--- src/rtl/irq_accept_pkg.sv ---
package irq_accept_pkg;
    // Width of the interrupt level field
    localparam int LVL_W = 6;
    // Width of a shadow register set number
    localparam int RS_W  = 2;

    // Handler context: is a non-maskable handler running
    typedef enum logic {
        CTX_NORMAL = 1'b0,
        CTX_NMI    = 1'b1
    } ctx_e;

    // Software-visible status fields, excluding the NMI flag
    typedef struct packed {
        logic             pie;
        logic [LVL_W-1:0] il;
        logic [RS_W-1:0]  crs;
        logic             rsie;
    } ctl_t;
endpackage

--- src/rtl/irq_take_decide.sv ---
module irq_take_decide
    import irq_accept_pkg::*;
#(
    parameter bit HAS_SHADOW = 1'b1
) (
    input  logic             req_valid,
    input  logic             req_nmi,
    input  logic [LVL_W-1:0] req_level,
    input  logic [RS_W-1:0]  req_rset,
    input  ctl_t             cur,
    input  logic             nmi_busy,
    input  logic             eret,
    output logic             take
);
    logic lvl_ok;
    logic rs_ok;

    // Strict level comparison with the enable
    always_comb lvl_ok = cur.pie && (req_level > cur.il);

    // The register set conflict rule exists only with shadow sets
    generate
        if (HAS_SHADOW) begin : g_shadow
            always_comb rs_ok = (req_rset != cur.crs) || cur.rsie;
        end else begin : g_flat
            always_comb rs_ok = 1'b1;
        end
    endgenerate

    always_comb begin
        if (!req_valid || eret)
            take = 1'b0;
        else if (req_nmi)
            take = !nmi_busy;
        else
            take = lvl_ok && rs_ok;
    end
endmodule

--- src/rtl/irq_ctx_fsm.sv ---
module irq_ctx_fsm
    import irq_accept_pkg::*;
(
    input  logic             clk,
    input  logic             rst_n,
    input  logic             take,
    input  logic             req_nmi,
    input  logic [LVL_W-1:0] req_level,
    input  logic [RS_W-1:0]  req_rset,
    input  logic             cfg_ani,
    input  logic             eret,
    input  ctl_t             saved_ctl,
    input  logic             saved_nmi,
    input  logic             wr_en,
    input  ctl_t             wr_ctl,
    output ctl_t             cur_ctl,
    output ctx_e             state
);
    ctx_e state_nx;
    ctl_t ctl_nx;

    // Next context
    always_comb begin
        state_nx = state;
        unique case (state)
            CTX_NORMAL: begin
                if (eret)
                    state_nx = saved_nmi ? CTX_NMI : CTX_NORMAL;
                else if (take && req_nmi)
                    state_nx = CTX_NMI;               // T_TAKE_NMI
            end
            CTX_NMI: begin
                if (eret)
                    state_nx = saved_nmi ? CTX_NMI : CTX_NORMAL; // T_RETURN
            end
            default: state_nx = CTX_NORMAL;
        endcase
    end

    // Next status fields: take, then return, then software write
    always_comb begin
        ctl_nx = cur_ctl;
        if (take) begin
            ctl_nx.pie = cfg_ani & cur_ctl.pie;
            ctl_nx.il  = req_level;
            ctl_nx.crs = req_rset;
        end else if (eret) begin
            ctl_nx = saved_ctl;
        end else if (wr_en) begin
            ctl_nx = wr_ctl;
        end
    end

    always_ff @(posedge clk or negedge rst_n) begin
        if (!rst_n) begin
            state   <= CTX_NORMAL;
            cur_ctl <= '0;
        end else begin
            state   <= state_nx;
            cur_ctl <= ctl_nx;
        end
    end
endmodule

--- src/rtl/irq_saved_status.sv ---
module irq_saved_status
    import irq_accept_pkg::*;
(
    input  logic clk,
    input  logic rst_n,
    input  logic take,
    input  ctl_t cur_ctl,
    input  logic cur_nmi,
    output ctl_t saved_ctl,
    output logic saved_nmi
);
    always_ff @(posedge clk or negedge rst_n) begin
        if (!rst_n) begin
            saved_ctl <= '0;
            saved_nmi <= 1'b0;
        end else if (take) begin
            saved_ctl <= cur_ctl;
            saved_nmi <= cur_nmi;
        end
    end
endmodule

--- src/rtl/irq_accept_unit.sv ---
module irq_accept_unit
    import irq_accept_pkg::*;
#(
    parameter int ADDR_W     = 32,
    parameter bit HAS_SHADOW = 1'b1
) (
    input  logic              clk,
    input  logic              rst_n,
    input  logic              req_valid,
    input  logic              req_nmi,
    input  logic [LVL_W-1:0]  req_level,
    input  logic [RS_W-1:0]   req_rset,
    input  logic [ADDR_W-1:0] req_handler,
    input  logic              cfg_ani,
    input  logic              eret,
    input  logic              sts_wr_en,
    input  logic              sts_wr_pie,
    input  logic [LVL_W-1:0]  sts_wr_il,
    input  logic [RS_W-1:0]   sts_wr_crs,
    input  logic              sts_wr_rsie,
    output logic              take,
    output logic [ADDR_W-1:0] handler_addr,
    output logic              sts_pie,
    output logic [LVL_W-1:0]  sts_il,
    output logic [RS_W-1:0]   sts_crs,
    output logic              sts_rsie,
    output logic              sts_nmi,
    output logic              est_pie,
    output logic [LVL_W-1:0]  est_il,
    output logic [RS_W-1:0]   est_crs,
    output logic              est_rsie,
    output logic              est_nmi
);
    ctl_t cur_ctl;
    ctl_t saved_ctl;
    ctl_t wr_ctl;
    ctx_e state;
    logic nmi_busy;
    logic saved_nmi;

    always_comb begin
        wr_ctl.pie  = sts_wr_pie;
        wr_ctl.il   = sts_wr_il;
        wr_ctl.crs  = sts_wr_crs;
        wr_ctl.rsie = sts_wr_rsie;
    end

    assign nmi_busy = (state == CTX_NMI);

    irq_take_decide #(.HAS_SHADOW(HAS_SHADOW)) u_decide (
        .req_valid (req_valid),
        .req_nmi   (req_nmi),
        .req_level (req_level),
        .req_rset  (req_rset),
        .cur       (cur_ctl),
        .nmi_busy  (nmi_busy),
        .eret      (eret),
        .take      (take)
    );

    irq_ctx_fsm u_fsm (
        .clk       (clk),
        .rst_n     (rst_n),
        .take      (take),
        .req_nmi   (req_nmi),
        .req_level (req_level),
        .req_rset  (req_rset),
        .cfg_ani   (cfg_ani),
        .eret      (eret),
        .saved_ctl (saved_ctl),
        .saved_nmi (saved_nmi),
        .wr_en     (sts_wr_en),
        .wr_ctl    (wr_ctl),
        .cur_ctl   (cur_ctl),
        .state     (state)
    );

    irq_saved_status u_saved (
        .clk       (clk),
        .rst_n     (rst_n),
        .take      (take),
        .cur_ctl   (cur_ctl),
        .cur_nmi   (nmi_busy),
        .saved_ctl (saved_ctl),
        .saved_nmi (saved_nmi)
    );

    assign handler_addr = take ? req_handler : '0;

    assign sts_pie  = cur_ctl.pie;
    assign sts_il   = cur_ctl.il;
    assign sts_crs  = cur_ctl.crs;
    assign sts_rsie = cur_ctl.rsie;
    assign sts_nmi  = nmi_busy;
    assign est_pie  = saved_ctl.pie;
    assign est_il   = saved_ctl.il;
    assign est_crs  = saved_ctl.crs;
    assign est_rsie = saved_ctl.rsie;
    assign est_nmi  = saved_nmi;

    // a non-maskable take never happens inside a non-maskable handler
    a_r1_nmi_not_reentered: assert property (@(posedge clk) disable iff (!rst_n)
        (take && req_nmi) |-> !sts_nmi);

    // a maskable take needs the enable and a strictly higher level
    a_r2_mask_level: assert property (@(posedge clk) disable iff (!rst_n)
        (take && !req_nmi) |-> (sts_pie && (req_level > sts_il)));

    // the saved copy holds the status from before the take
    a_r5_saved_copy: assert property (@(posedge clk) disable iff (!rst_n)
        take |=> (est_il == $past(sts_il)) && (est_nmi == $past(sts_nmi)));

    // level and register set follow the request
    a_r6_level_loaded: assert property (@(posedge clk) disable iff (!rst_n)
        take |=> (sts_il == $past(req_level)) && (sts_crs == $past(req_rset)));

    // taking a non-maskable request marks the handler as running
    a_r6_nmi_set: assert property (@(posedge clk) disable iff (!rst_n)
        (take && req_nmi) |=> sts_nmi);

    // no take in a return cycle
    a_r8_eret_blocks: assert property (@(posedge clk) disable iff (!rst_n)
        eret |-> !take);

    // the enable is cleared without auto-nesting
    a_r4_pie_cleared: assert property (@(posedge clk) disable iff (!rst_n)
        (take && !cfg_ani) |=> !sts_pie);
endmodule

--- config.mk ---
export PLATFORM = sky130hd
export DESIGN_NAME = irq_accept_unit
export DESIGN_NICKNAME = d
export VERILOG_FILES = /design/src/rtl/irq_accept_pkg.sv /design/src/rtl/irq_take_decide.sv /design/src/rtl/irq_ctx_fsm.sv /design/src/rtl/irq_saved_status.sv /design/src/rtl/irq_accept_unit.sv
export SDC_FILE = /design/constraint.sdc
export NUM_CORES = 1
export LEC_CHECK = 0
export BUFFER_PORTS_ARGS = -buffer_cell sky130_fd_sc_hd__buf_2
export CAP_MARGIN = 20
export CORE_UTILIZATION = 41
export CTS_CLUSTER_DIAMETER = 100
export DETAILED_ROUTE_END_ITERATION = 10
export PLACE_DENSITY = 0.81
export REMOVE_ABC_BUFFERS = 1
export SYNTH_ARGS = -nofsm -noshare
export SYNTH_HDL_FRONTEND = slang
export SYNTH_HIERARCHICAL = 1
export SYNTH_SLANG_ARGS = --single-unit
--- constraint.sdc ---
create_clock -name clk -period 2.6 [get_ports clk]
set_input_delay 0.52 -clock clk [delete_from_list [all_inputs] [get_ports clk]]
set_output_delay 0.52 -clock clk [all_outputs]
set_load 0.005 [all_outputs]
==> results.md, run 1 <==
Run status:
- The run finished, with violations left.
- The final reports fail on negative setup slack.

Placement:
- Before CTS, the worst setup slack after placement is 0.0960 ns.
- Once detailed placement completed, the half-perimeter wirelength came to 3.12 mm.
- In this run, placement finished with an instance count of a little over 300.
- Routability-driven placement finished with a final weighted congestion of slightly above 0.8.
- Buffers placed on the I/O ports in this run total between 100 and 150.

Critical path:
- The terminus of the critical flop-to-flop path is u_saved/saved_ctl[7].
- The worst register-to-register path has a depth of 10.
- The sort of element at the start of the critical path is a flip-flop.
- The required time of the critical path is ~2.1 ns.
- Among all stages on the critical path, the largest delay is contributed by sky130_fd_sc_hd__dfrtp_1.
- The worst setup path is captured at an output port.
- Setup slack on the worst reg-to-reg path comes out at between 0.2 and 0.3 ns.
- The worst flop-to-flop path startpoint is u_fsm/cur_ctl[3].
- The largest single stage delay on the critical path is approximately 0.43 ns.
- Along the worst path, the maximum fanout reaches 5.
- For the worst setup path, the data arrival time is ~2.1 ns.
- The cell that appears most often on the critical path is sky130_fd_sc_hd__o21ai_1.
- The category of the most critical setup path is reg -> out.
- Traced cell by cell, the critical path runs through ha_1, nand2_1, o21ai_1, o21ai_1, o2111a_2, clkbuf_16, buf_8, and2_4, buf_2.

STA:
- The max-slew headroom at the worst pin is 0.656.
- The number of failing hold endpoints at the final stage came to 0.
- Based on the critical path, the design can be clocked at up to 384 MHz.
- The slew at the pin closest to its max-slew limit is about 0.52 ns.
- The final worst slack is -0.00176 ns.
- The count of final max-slew check failures came to 0.
- Setup repair after global routing could not meet its margin everywhere.
- Setup violations remaining at the end of the flow were counted as 2.
- Counting I/O delays and the setup requirement, the final critical path takes 2.60 ns.
- Clock skew on the completed layout was measured at 0.00230 ns.
- The post-route fraction of the period consumed by the critical path is 1.00.

CTS:
- The number of hold buffers added after cts is 0.
- The post-CTS clock slew at the launch and capture registers of the worst setup and hold paths is ~0.080 ns.
- The CTS tree is yes.
- The clock latency of the later-clocked register in the worst-skew pair is about 0.26 ns.
- The maximum root-to-sink buffer count is 2.
- CTS placed an instance of sky130_fd_sc_hd__clkbuf_8 at the clock tree root.
- Clock tree synthesis inserted a total of 3 buffers.
- The count of H-tree levels built during CTS is 1.
- The clock net in this run drives a total of 22 sinks.

Route:
- The sum of routed wire length over all layers is ~5.6 mm.
- Dividing the detail-routed wire length by the instance count gives approximately 17 µm.
- The number of nets with antenna violations after routing is 0.
- Using the TritonRoute via totals, the vias-per-cell ratio works out to about 5.1.
- The total DRC errors in the routed layout is 0.
- The first-pass iteration count of the detailed router is 4.
- The routed layout has ~1700 vias.
- The first-iteration detailed-routing DRC count is about 60.

Global routing:
- The number of antenna violations at the first check in global routing is 0.
- The total routing resource utilization after global routing is 0.210.
- The global-route wire length before repair is ~6.7 mm.
- The number of global-route vias before repair was 1423.
- Entering global routing, the biggest net connects 44 pins.
- The total overflow left after global routing is 0.

Logic synthesis:
- The summed instance area of the synthesized netlist is between 1500 and 2000 µm².
- The mean instance size in the synthesized netlist is 10.3 µm².
- The post-synthesis cell type with the largest combined area is sky130_fd_sc_hd__dfrtp_1.
- For this run, the leading register cell type out of synthesis is sky130_fd_sc_hd__dfrtp_1.
- The share of async-settable or async-resettable flops after synthesis is 1.00.
- Counting flops and latches in the post-synthesis netlist gives 22.
- Ranked by total cell area, the synthesized netlist is headed by sky130_fd_sc_hd__dfrtp_1 (35%), sky130_fd_sc_hd__and2_2 (15%), sky130_fd_sc_hd__mux2_4 (15%).
- In this run, synthesis inferred 0 flip-flops with an integrated enable.
- The portion of the post-synthesis area used by sequential elements is 0.355.
- In the synthesized netlist, the number of instances is roughly 150.
- The share of the synthesized area in the top cell type is 0.355.
- The total of warnings raised by yosys is 6.
- The number of library cell types mapped by synthesis is 26.

Die:
- The total I/O pin count is between 100 and 150.
- The die is ~64 µm wide.
- After floorplanning, the core was sized to cover approximately 3500 µm².
- The die covers between 4000 and 5000 µm².
- The height of the chip is roughly 64 µm.
- The initial core utilization is 0.448.
- The floorplan has 21 rows.

Power:
- For this design the ratio of total power to cell area is 750 nW/µm².
- The leakage power is 1.40 nW.
- IR analysis of the VDD net gives a maximum drop of roughly 380 µV.
- Overall power consumption after layout is estimated at around 0.0020 W.

Layout:
- After filler insertion, the fill cell instance count of the layout stands at 234.
- The area taken by flip-flops and latches is 551 µm².
- Leaving out fill and tap cells, the most frequent cells in the layout are sky130_fd_sc_hd__buf_2 (92), sky130_fd_sc_hd__and2_4 (22), sky130_fd_sc_hd__dfrtp_1 (22), sky130_fd_sc_hd__buf_6 (21), sky130_fd_sc_hd__mux2_4 (16).
- Leaving out fill and tap cells, the most frequent cell in the layout is sky130_fd_sc_hd__buf_2.
- The finished layout holds 322 standard cells, fillers aside.
- In the final layout, the multi-input gates occupy 1000 µm².
- The fraction of layout instances using a drive strength above 1 is 0.707.
- Compared with the post-synthesis result, the final layout area differs by 68.1%.
- After the last flow step, the layout net total stands at around 340.
- The repair_antennas step left the layout with diodes totalling 0.

Job:
- The tool flagged a number of max-cap violations equal to 0.

Min path:
- The type of the worst min-delay path is in -> async.
-- worst max-delay path: cells and delay by family (launching register included) --
| family | cells | cell delay (ns) |
|---|---|---|
| AO/OA/AOI/OAI | 3 | 0.51 |
| AND/OR/NAND/NOR | 2 | 0.20 |
| adder cells (fa/ha/maj) | 1 | 0.30 |
| flip-flops | 1 | 0.43 |
| buffers and inverters | 3 | 0.37 |
-- logic make-up after synthesis --
group                    count (synthesis)  share of synthesized area
adder cells (fa/ha/maj)                  6                     0.0483
AND/OR/NAND/NOR                         53                      0.216
multiplexers                            27                      0.228
XOR/XNOR                                 2                     0.0113
flip-flops                              22                      0.355
AO/OA/AOI/OAI                           24                     0.0854
buffers and inverters                   17                     0.0564
-- area by class of cell --
type                    instances  share of cell area
multi-input cells             112               0.385
well taps                      46              0.0221
repair buffers                130               0.353
flip-flops and latches         22               0.211
clock buffers                   3              0.0158
inverters                       9              0.0129
-- power by group --
group	leakage (nW)	total [W]	internal (W)	switching, W
Sequential	0.270	0.000635	0.000496	0.000139
Combinational	1.11	0.00111	0.000668	0.000441
Clock	0.0216	0.000213	0.000103	0.000109
Total	1.40	0.00196	0.00127	0.000689
-- worst max path at each step --
stage / start / to / slack, ns / cells past startpoint
3_5_place_dp: req_level[5] / handler_addr[21] / 0.1 / 9
2_1_floorplan: req_level[5] / handler_addr[0] / -0.60 / 6
4_1_cts: u_fsm/cur_ctl[7] / handler_addr[21] / 0.03 / 9
5_1_grt: u_fsm/cur_ctl[5] / handler_addr[17] / -0.08 / 10
6_report: u_fsm/cur_ctl[3] / handler_addr[9] / -0.002 / 9
3_3_place_gp: req_level[5] / handler_addr[23] / 0.13 / 9
-- registers in the layout (all words and copies together) (netlist names) --
register           flops
u_fsm/state            1
u_saved/saved_ctl     10
u_fsm/cur_ctl         10
u_saved/saved_nmi      1
-- stage by stage --
stage | util | hold slack, ns | TNS, ns | area [µm²]
floorplan | - | 0.224 | -22.81 | 1500
global placement | 0.622 | 0.508 | 0 | 2160
detailed placement | 0.622 | 0.522 | 0 | 2160
CTS | 0.636 | 0.241 | 0 | 2200
global route | 0.753 | 0.255 | -1.76 | 2610
finish | 0.753 | 0.225 | -0.00271 | 2610
-- Yosys cell counts, types with 2 or more instances --
cell,instances
sky130_fd_sc_hd__mux2i_1,8
sky130_fd_sc_hd__mux2_2,3
sky130_fd_sc_hd__a21oi_1,7
sky130_fd_sc_hd__ha_1,6
sky130_fd_sc_hd__o21ai_0,5
sky130_fd_sc_hd__dfrtp_1,22
sky130_fd_sc_hd__and2_2,32
sky130_fd_sc_hd__clkbuf_2,3
sky130_fd_sc_hd__buf_6,2
sky130_fd_sc_hd__nor3b_1,2
sky130_fd_sc_hd__xor2_1,2
sky130_fd_sc_hd__o21ai_1,8
sky130_fd_sc_hd__inv_1,9
sky130_fd_sc_hd__o21a_1,2
sky130_fd_sc_hd__mux2_4,16
sky130_fd_sc_hd__nand2_1,13
sky130_fd_sc_hd__nor2_1,2
-- layer usage --
layer  track usage  routed length, µm  up-vias
met5             0                  0        -
met1         0.251               2130      779
met2         0.370               2860       96
met3        0.0417                390       28
li1              -                  -      755
met4        0.0682                229        0
-- what timing repair did --
| action | in CTS | in global routing |
|---|---|---|
| setup endpoints to repair | 1 | 32 |
| resized for setup | 0 | 55 |
| endpoints found under the hold margin | 0 | 0 |
| buffers inserted | 1 | 9 |
| cloned | 0 | 5 |
| pin swaps | 0 | 5 |
Power figures use the tool's default switching activity.
==> run 2, diff against run 1 <==
--- a/config.mk
+++ b/config.mk
@@ -7,10 +7,12 @@
 export LEC_CHECK = 0
 export BUFFER_PORTS_ARGS = -buffer_cell sky130_fd_sc_hd__buf_2
 export CAP_MARGIN = 20
-export CORE_UTILIZATION = 41
+export CELL_PAD_IN_SITES_DETAIL_PLACEMENT = 1
+export CELL_PAD_IN_SITES_GLOBAL_PLACEMENT = 2
+export CORE_UTILIZATION = 22
 export CTS_CLUSTER_DIAMETER = 100
 export DETAILED_ROUTE_END_ITERATION = 10
-export PLACE_DENSITY = 0.81
+export PLACE_DENSITY_LB_ADDON = 0.1
 export REMOVE_ABC_BUFFERS = 1
 export SYNTH_ARGS = -nofsm -noshare
 export SYNTH_HDL_FRONTEND = slang
==> run 2 against run 1 <==
The run now ends clean. Routed wire length down 11%. Critical path depth unchanged. Fmax grew 4.7%. Clock power grew 54%. Sequential power down 1%. Combinational power shrank 10%. Sequential share of layout area is 1.2 points higher. Cell area down 5.5%. Core utilization decreased by 39 points. First-iteration DRC count decreased by 5.1%. Critical path type unchanged. Highest routed layer unchanged.
==> results.md, run 2 (synthesized netlist as in run 1, its figures left out) <==
Run status:
- The run finished with clean final reports.

Layout:
- The summed area of non-filler cells in the final layout is 2470 µm² (-5.5%).
- The number of antenna repair diodes is 0 (unchanged).
- The largest registers in the layout are u_fsm/cur_ctl x10, u_saved/saved_ctl x10.
- The fraction of layout instances using a drive strength above 1 is 0.701 (-0.00541).
- The commonest non-fill, non-tap cell in the layout is sky130_fd_sc_hd__buf_2.
- Leaving out fill and tap cells, the most frequent cells in the layout are sky130_fd_sc_hd__buf_2 (110), sky130_fd_sc_hd__and2_2 (29), sky130_fd_sc_hd__dfrtp_1 (22), sky130_fd_sc_hd__mux2_4 (16), sky130_fd_sc_hd__nand2_1 (13).
- The area growth from synthesis to layout is 58.8%.
- The number of inserted filler cells in the final layout was 818 (+250%).
- The final-stage net count is 335 (-1.8%).

Critical path:
- The largest stage delay on the critical path is 0.39 ns (-0.04 ns).
- The buffering stage count on the worst path with inverters included came to 3 (unchanged).
- Tracing the worst setup path back leads to its startpoint at u_fsm/cur_ctl[8].
- The minimum setup slack among reg-to-reg paths is 0.25 ns (-0.03 ns).
- The critical path's top delay family is compound AO/OA/AOI/OAI gates.
- The sort of element at the start of the critical path is a flip-flop.
- The endpoint identified for the worst register-to-register timing path is u_fsm/cur_ctl[0].
- The number of cells traversed by the worst register-to-register path came to 11 (+1).
- STA classifies the critical path endpoint as an output port.
- The data arrival time of the critical path came to 1.96 ns (-0.12 ns).
- The critical path goes through inv_1, ha_4, nand4_1, o21ai_1, o21ai_1, o2111a_2, buf_12, and2_2, buf_2.
- The required time of the critical path is 2.08 ns (about the same).
- The largest fanout on the critical path is 21 (+16).
- In this design, the critical path's most frequently occurring cell is sky130_fd_sc_hd__o21ai_1.
- The cell with the biggest individual delay on the critical path is sky130_fd_sc_hd__dfrtp_1.
- The category of the most critical setup path is reg -> out.
- The worst register-to-register path begins at u_fsm/cur_ctl[8].

Global routing:
- The overall overflow remaining after global route is 0 (unchanged).
- The number of global-route vias before repair is 1497 (+5.2%).
- The highest-utilization routing layer at the global route stage is met2.
- The met2 demand-to-capacity share in global routing is 0.245 (-0.125).
- The met1 track demand over resource in global routing came to 0.169 (-0.0826).
- The met3 track demand over resource in global routing is 0.0346 (-0.00702).
- The number of antenna violations at the first check in global routing was 0 (unchanged).
- The total routing resource utilization after global routing came to 0.136 (-0.0734).
- The pin count of the biggest net entering global routing came to 23 (-48%).
- The global-route wire length before repair is 7.80 mm (+17%).

Route:
- The number of nets with antenna violations after routing is 0 (unchanged).
- The detail-routed via count per cell came to 4.11 (-20%).
- The first-iteration detailed-routing DRC count is 56 (-5.1%).
- The count of vias placed by the detailed router is 1510 (-8.9%).
- The sum of routed wire length over all layers is 5.01 mm (-11%).
- The first-pass iteration count of the detailed router came to 2 (-2).
- The total DRC errors in the routed layout was 0 (unchanged).
- The detailed-route wire length per cell is 13.7 µm (-22%).

CTS:
- The number of sinks driven by the clock tree came to 22 (unchanged).
- The maximum root-to-sink buffer count is 2 (unchanged).
- The tree is rooted in a sky130_fd_sc_hd__clkbuf_8.
- The number of CTS-inserted buffers came to 3 (unchanged).
- The count of H-tree levels built during CTS came to 1 (unchanged).
- The CTS tree is yes.
- The clock latency of the later-clocked register in the worst-skew pair is 0.26 ns (about the same).
- The post-CTS clock slew at the launch and capture registers of the worst setup and hold paths is 0.09 ns (about the same).
- The number of hold buffers added after cts came to 0 (unchanged).

Placement:
- The area after detailed placement is 2230 µm² (+3.5%).
- The global placement routability congestion was 0.657 (-20%).
- The half-perimeter wire length after detailed placement came to 3.70 mm (+18%).
- The count of buffers inserted at the top-level ports is 111 (unchanged).

Die:
- The height of the chip was 86.0 µm (+35%).
- The row count came to 30 (+43%).
- The initial core utilization is 0.229 (-0.219).
- The area inside the core boundary is 6790 µm² (+96%).
- The total I/O pin count is 112 (unchanged).
- The die width is 86.0 µm (+35%).
- The area of the die was 7400 µm² (+83%).

Power:
- The peak supply drop is 303 µV (-20%).
- The total power came to 0.00195 W (-0.37%).
- The power density of the placed cells was 790 nW/µm² (+5.4%).
- The leakage power came to 1.34 nW (-4.4%).

STA:
- The time the final worst path needs with I/O delays and setup came to 2.48 ns (-0.117 ns).
- Setup repair after global routing could not meet its margin everywhere.
- The post-route clock skew was 0.00428 ns (+0.00198 ns).
- The highest clock frequency the design can meet is 402 MHz (+4.7%).
- The number of endpoints failing setup at the final stage was 0 (-2).
- The worst slack on hold paths is 0.226 ns (+0.00118 ns).
- The max-slew headroom at the worst pin is 0.641 (-0.0145).
- The count of final max-slew check failures is 0 (unchanged).
- The slew at the pin closest to its max-slew limit came to 0.538 ns (+0.0217 ns).
- The number of failing hold endpoints at the final stage is 0 (unchanged).
- The post-route fraction of the period consumed by the critical path is 0.956 (-0.0450).

Job:
- The count of maximum capacitance violations is 0 (unchanged).

Min path:
- The type of the worst min-delay path is in -> async.
-- run 2: what timing repair did --
| action | CTS | global route |
|---|---|---|
| pin swaps | 1 | 4 |
| endpoints found under the hold margin | 0 | 0 |
| setup endpoints to repair | 25 | 33 |
| cloned | 1 | 0 |
| resized for setup | 0 | 21 |
| buffers inserted | 7 | 3 |
-- run 2: layer usage --
| layer | vias up | part of all wire |
|---|---|---|
| li1 | 743 | - |
| met1 | 721 | 0.43 |
| met2 | 44 | 0.51 |
| met3 | 2 | 0.055 |
| met4 | 0 | 0.0038 |
| met5 | - | 0 |
-- run 2: stage by stage --
step | instances | setup TNS, ns | setup slack [ns] | utilization
2_1_floorplan | 143 | -22.81 | -0.595 | -
3_3_place_gp | 354 | 0 | 0.0723 | 0.328
3_5_place_dp | 354 | 0 | 0.0723 | 0.328
4_1_cts | 366 | -0.491 | -0.0239 | 0.351
5_1_grt | 367 | -0.611 | -0.0340 | 0.363
6_report | 367 | 0 | 0.115 | 0.363
-- run 2: worst max path at each step --
stage	end	slack, ns	cells past startpoint
6_report	handler_addr[22]	0.12	9
5_1_grt	handler_addr[24]	-0.03	8
4_1_cts	handler_addr[20]	-0.02	9
3_5_place_dp	handler_addr[30]	0.07	9
3_3_place_gp	handler_addr[16]	0.07	9
2_1_floorplan	handler_addr[0]	-0.60	6
-- run 2: where the power goes --
group	switching, W	internal (W)
Combinational	0.000399	0.000598
Sequential	0.000129	0.000496
Clock	0.000121	0.000206
-- run 2: layout make-up --
type                            count  area [µm²]  area share
Multi-Input combinational cell    112         993       0.403
Timing Repair Buffer              124         697       0.283
Sequential cell                    22         551       0.223
Tap cell                           96         120      0.0487
Clock buffer                        3        41.3      0.0167
Inverter                            9        33.8      0.0137
Clock inverter                      1        30.0      0.0122
==> run 3, diff against run 2 <==
--- a/config.mk
+++ b/config.mk
@@ -9,7 +9,7 @@
 export CAP_MARGIN = 20
 export CELL_PAD_IN_SITES_DETAIL_PLACEMENT = 1
 export CELL_PAD_IN_SITES_GLOBAL_PLACEMENT = 2
-export CORE_UTILIZATION = 22
+export CORE_UTILIZATION = 24
 export CTS_CLUSTER_DIAMETER = 100
 export DETAILED_ROUTE_END_ITERATION = 10
 export PLACE_DENSITY_LB_ADDON = 0.1
==> constraint.sdc (replaced) <==
create_clock -name clk -period 3.03 [get_ports clk]
set_input_delay 0.606 -clock clk [delete_from_list [all_inputs] [get_ports clk]]
set_output_delay 0.606 -clock clk [all_outputs]
set_load 0.005 [all_outputs]
==> run 3 against run 2 <==
Setup slack improved by 0.22 ns. Routed wire length fell by 6.7%. Count of clock-buffer cells in the layout rose by 1.
==> results.md, run 3 (synthesized netlist as in run 1, its figures left out) <==
Critical path:
- The largest fanout on the critical path is 26 (+24%).
- The signal on the critical path passes through inv_1, ha_1, nand4_1, o21ai_1, o21ai_1, o2111a_2, buf_4, and2_2, buf_2.
- The worst setup path is captured at an output port.
- The data arrival time of the critical path is 2.09 ns (+0.13 ns).
- The cell with the most instances on the worst path is sky130_fd_sc_hd__o21ai_1.
- The largest individual stage delay along the critical path comes from the cell sky130_fd_sc_hd__dfrtp_1.
- The worst setup path is launched from a flip-flop.
- The required time of the critical path is 2.42 ns (+0.34 ns).
- The largest stage delay on the critical path came to 0.41 ns (+0.02 ns).
- The category of the most critical setup path is reg -> out.

Min path:
- The tightest min-delay check is of the in -> async type.

Run status:
- The flow ran to the end, and the final reports show no timing, DRC or antenna violations.

Route:
- The number of nets with antenna violations after routing is 0 (unchanged).
- The total DRC errors in the routed layout came to 0 (unchanged).
- The sum of routed wire length over all layers is 4.68 mm (-6.7%).
- The detail-routed via count per cell is 4.35 (+5.8%).
- The count of vias placed by the detailed router is 1475 (-2.3%).
- The detailed-route wire length per cell was 13.8 µm (+0.96%).
- The first-iteration detailed-routing DRC count is 20 (-64%).
- The first-pass iteration count of the detailed router is 4 (+2).

Die:
- The total I/O pin count is 112 (unchanged).
- The area inside the core boundary is 6100 µm² (-10%).
- The row count came to 28 (-6.7%).
- The initial core utilization is 0.255 (+0.0262).
- The height of the chip is 82.4 µm (-4.2%).
- The area of the die was 6800 µm² (-8.1%).
- The die width is 82.4 µm (-4.2%).

STA:
- The highest clock frequency the design can meet is between 300 and 400 MHz.
- The max-slew headroom at the worst pin is 0.653 (+0.0115).
- The worst slack on hold paths is 0.303 ns (+0.0771 ns).
- The post-route clock skew came to 0.00542 ns (+0.00115 ns).
- The number of failing hold endpoints at the final stage came to 0 (unchanged).
- The count of final max-slew check failures is 0 (unchanged).
- The final-layout setup total negative slack is 0 ns (unchanged).
- Subtracting the final worst setup slack from the clock period gives around 2.7 ns.
- The slew at the pin closest to its max-slew limit was 0.521 ns (-0.0172 ns).
- Setup repair after global routing left no endpoint under its margin.
- The number of endpoints failing setup at the final stage is 0 (unchanged).
- The post-route fraction of the period consumed by the critical path is 0.891.

Power:
- The leakage power came to 1.28 nW (-4.2%).
- The peak supply drop was 233 µV (-23%).
- The power density of the placed cells was 645 nW/µm² (-18%).

Placement:
- The half-perimeter wire length after detailed placement was 3.69 mm (-0.19%).
- The count of buffers inserted at the top-level ports is 111 (unchanged).
- The global placement routability congestion is 0.697 (+6.1%).

Global routing:
- The number of antenna violations at the first check in global routing is 0 (unchanged).
- The overall overflow remaining after global route is 0 (unchanged).
- The number of global-route vias before repair is 1482 (-1.0%).
- The global-route wire length before repair came to 7.36 mm (-5.6%).
- The total routing resource utilization after global routing is 0.144 (+0.00822).
- The pin count of the biggest net entering global routing was 27 (+17%).

CTS:
- The CTS tree is yes.
- The number of sinks driven by the clock tree is 22 (unchanged).
- The maximum root-to-sink buffer count came to 2 (unchanged).
- The number of CTS-inserted buffers is 3 (unchanged).
- The post-CTS setup repair buffer count is 0 (-7).
- The number of hold buffers added after cts is 0 (unchanged).
- The count of H-tree levels built during CTS was 1 (unchanged).
- The clock latency of the later-clocked register in the worst-skew pair is 0.26 ns (about the same).
- In this run the clock root is driven by a sky130_fd_sc_hd__clkbuf_8.
- The post-CTS clock slew at the launch and capture registers of the worst setup and hold paths is 0.09 ns (about the same).
- The total of cells resized after clock tree synthesis is 0 (unchanged).

Layout:
- The commonest non-fill, non-tap cell in the layout is sky130_fd_sc_hd__buf_2.
- The area taken by flip-flops and latches is 551 µm² (unchanged).
- The fraction of layout instances using a drive strength above 1 came to 0.655 (-0.0458).
- The number of inserted filler cells in the final layout is 762 (-6.8%).
- The number of antenna repair diodes is 0 (unchanged).
- The largest registers in the layout are u_fsm/cur_ctl x10, u_saved/saved_ctl x10.
- Relative to the synthesized area, the layout overhead comes to 44.9%.
- The area of the multi-input gates is 916 µm² (-7.8%).
- The final-stage net count is 328 (-2.1%).
- In the layout the commonest cells are sky130_fd_sc_hd__buf_2 (111), sky130_fd_sc_hd__and2_2 (32), sky130_fd_sc_hd__dfrtp_1 (22), sky130_fd_sc_hd__mux2_4 (16), sky130_fd_sc_hd__nand2_1 (13).

Job:
- The count of maximum capacitance violations came to 0 (unchanged).
## run 3: cell count changes in the layout (fill, tap and decap cells not counted), moves of 2 or more
cell                      before  now
sky130_fd_sc_hd__ha_1          1    6
sky130_fd_sc_hd__buf_4        10    6
sky130_fd_sc_hd__inv_1         7    9
sky130_fd_sc_hd__ha_4          5    0
sky130_fd_sc_hd__a21oi_2       3    0
sky130_fd_sc_hd__inv_2         2    0
sky130_fd_sc_hd__and2_4        3    0
sky130_fd_sc_hd__and2_2       29   32
sky130_fd_sc_hd__a21oi_1       4    7
## run 3: layer usage
metal | GRT usage | share of wire | vias up
li1 | - | - | 732
met1 | 0.173 | 0.44 | 702
met2 | 0.264 | 0.50 | 39
met3 | 0.0308 | 0.049 | 2
met4 | 0.0263 | 0.0045 | 0
met5 | 0 | 0 | -
## run 3: report_power, final
part	total [W]	internal (W)	leakage (nW)	switching [W]
Combinational	0.000684	0.000407	0.984	0.000277
Sequential	0.000550	0.000426	0.270	0.000124
Clock	0.000216	0.000116	0.0288	0.0000998
## run 3: worst paths after layout
path / from / end / slack, ns / cells past startpoint
min: rst_n / u_saved/saved_ctl[9] / 0.30 / 1
max reg2reg: u_fsm/cur_ctl[8] / u_saved/saved_ctl[2] / 0.80 / 9
max in group asynchronous: rst_n / u_fsm/cur_ctl[5] / 2.37 / 1
max: u_fsm/cur_ctl[8] / handler_addr[29] / 0.33 / 9
min in group clk: u_saved/saved_nmi / u_fsm/state / 0.54 / 2
min reg2reg: u_saved/saved_nmi / u_fsm/state / 0.54 / 2
## run 3: per-stage QoR
step                      utilization  worst slack [ns]  cells  total power (W)  instance area [µm²]
after global placement          0.360             0.332    335          0.00125                 2190
after CTS                       0.369             0.290    339          0.00148                 2250
after global routing            0.369             0.120    339          0.00159                 2250
after floorplan                     -            -0.337    143         0.000935                 1500
final                           0.369             0.331    339          0.00145                 2250
after detailed placement        0.360             0.316    335          0.00126                 2190
## run 3: worst max-delay path: cells and delay by family, from the launching register on
family	cells	cell delay, ns
AOI/OAI and AO/OA	3	0.43
and+or+nand+nor	2	0.30
adders and majority gates	1	0.31
DFF	1	0.41
buffers and inverters	3	0.38
## run 3: layout make-up
type / count / area share
flip-flops and latches: 22 / 0.245
repair buffers: 117 / 0.267
multi-input cells: 112 / 0.407
inverters: 9 / 0.0150
well taps: 75 / 0.0417
clock buffers: 4 / 0.0245
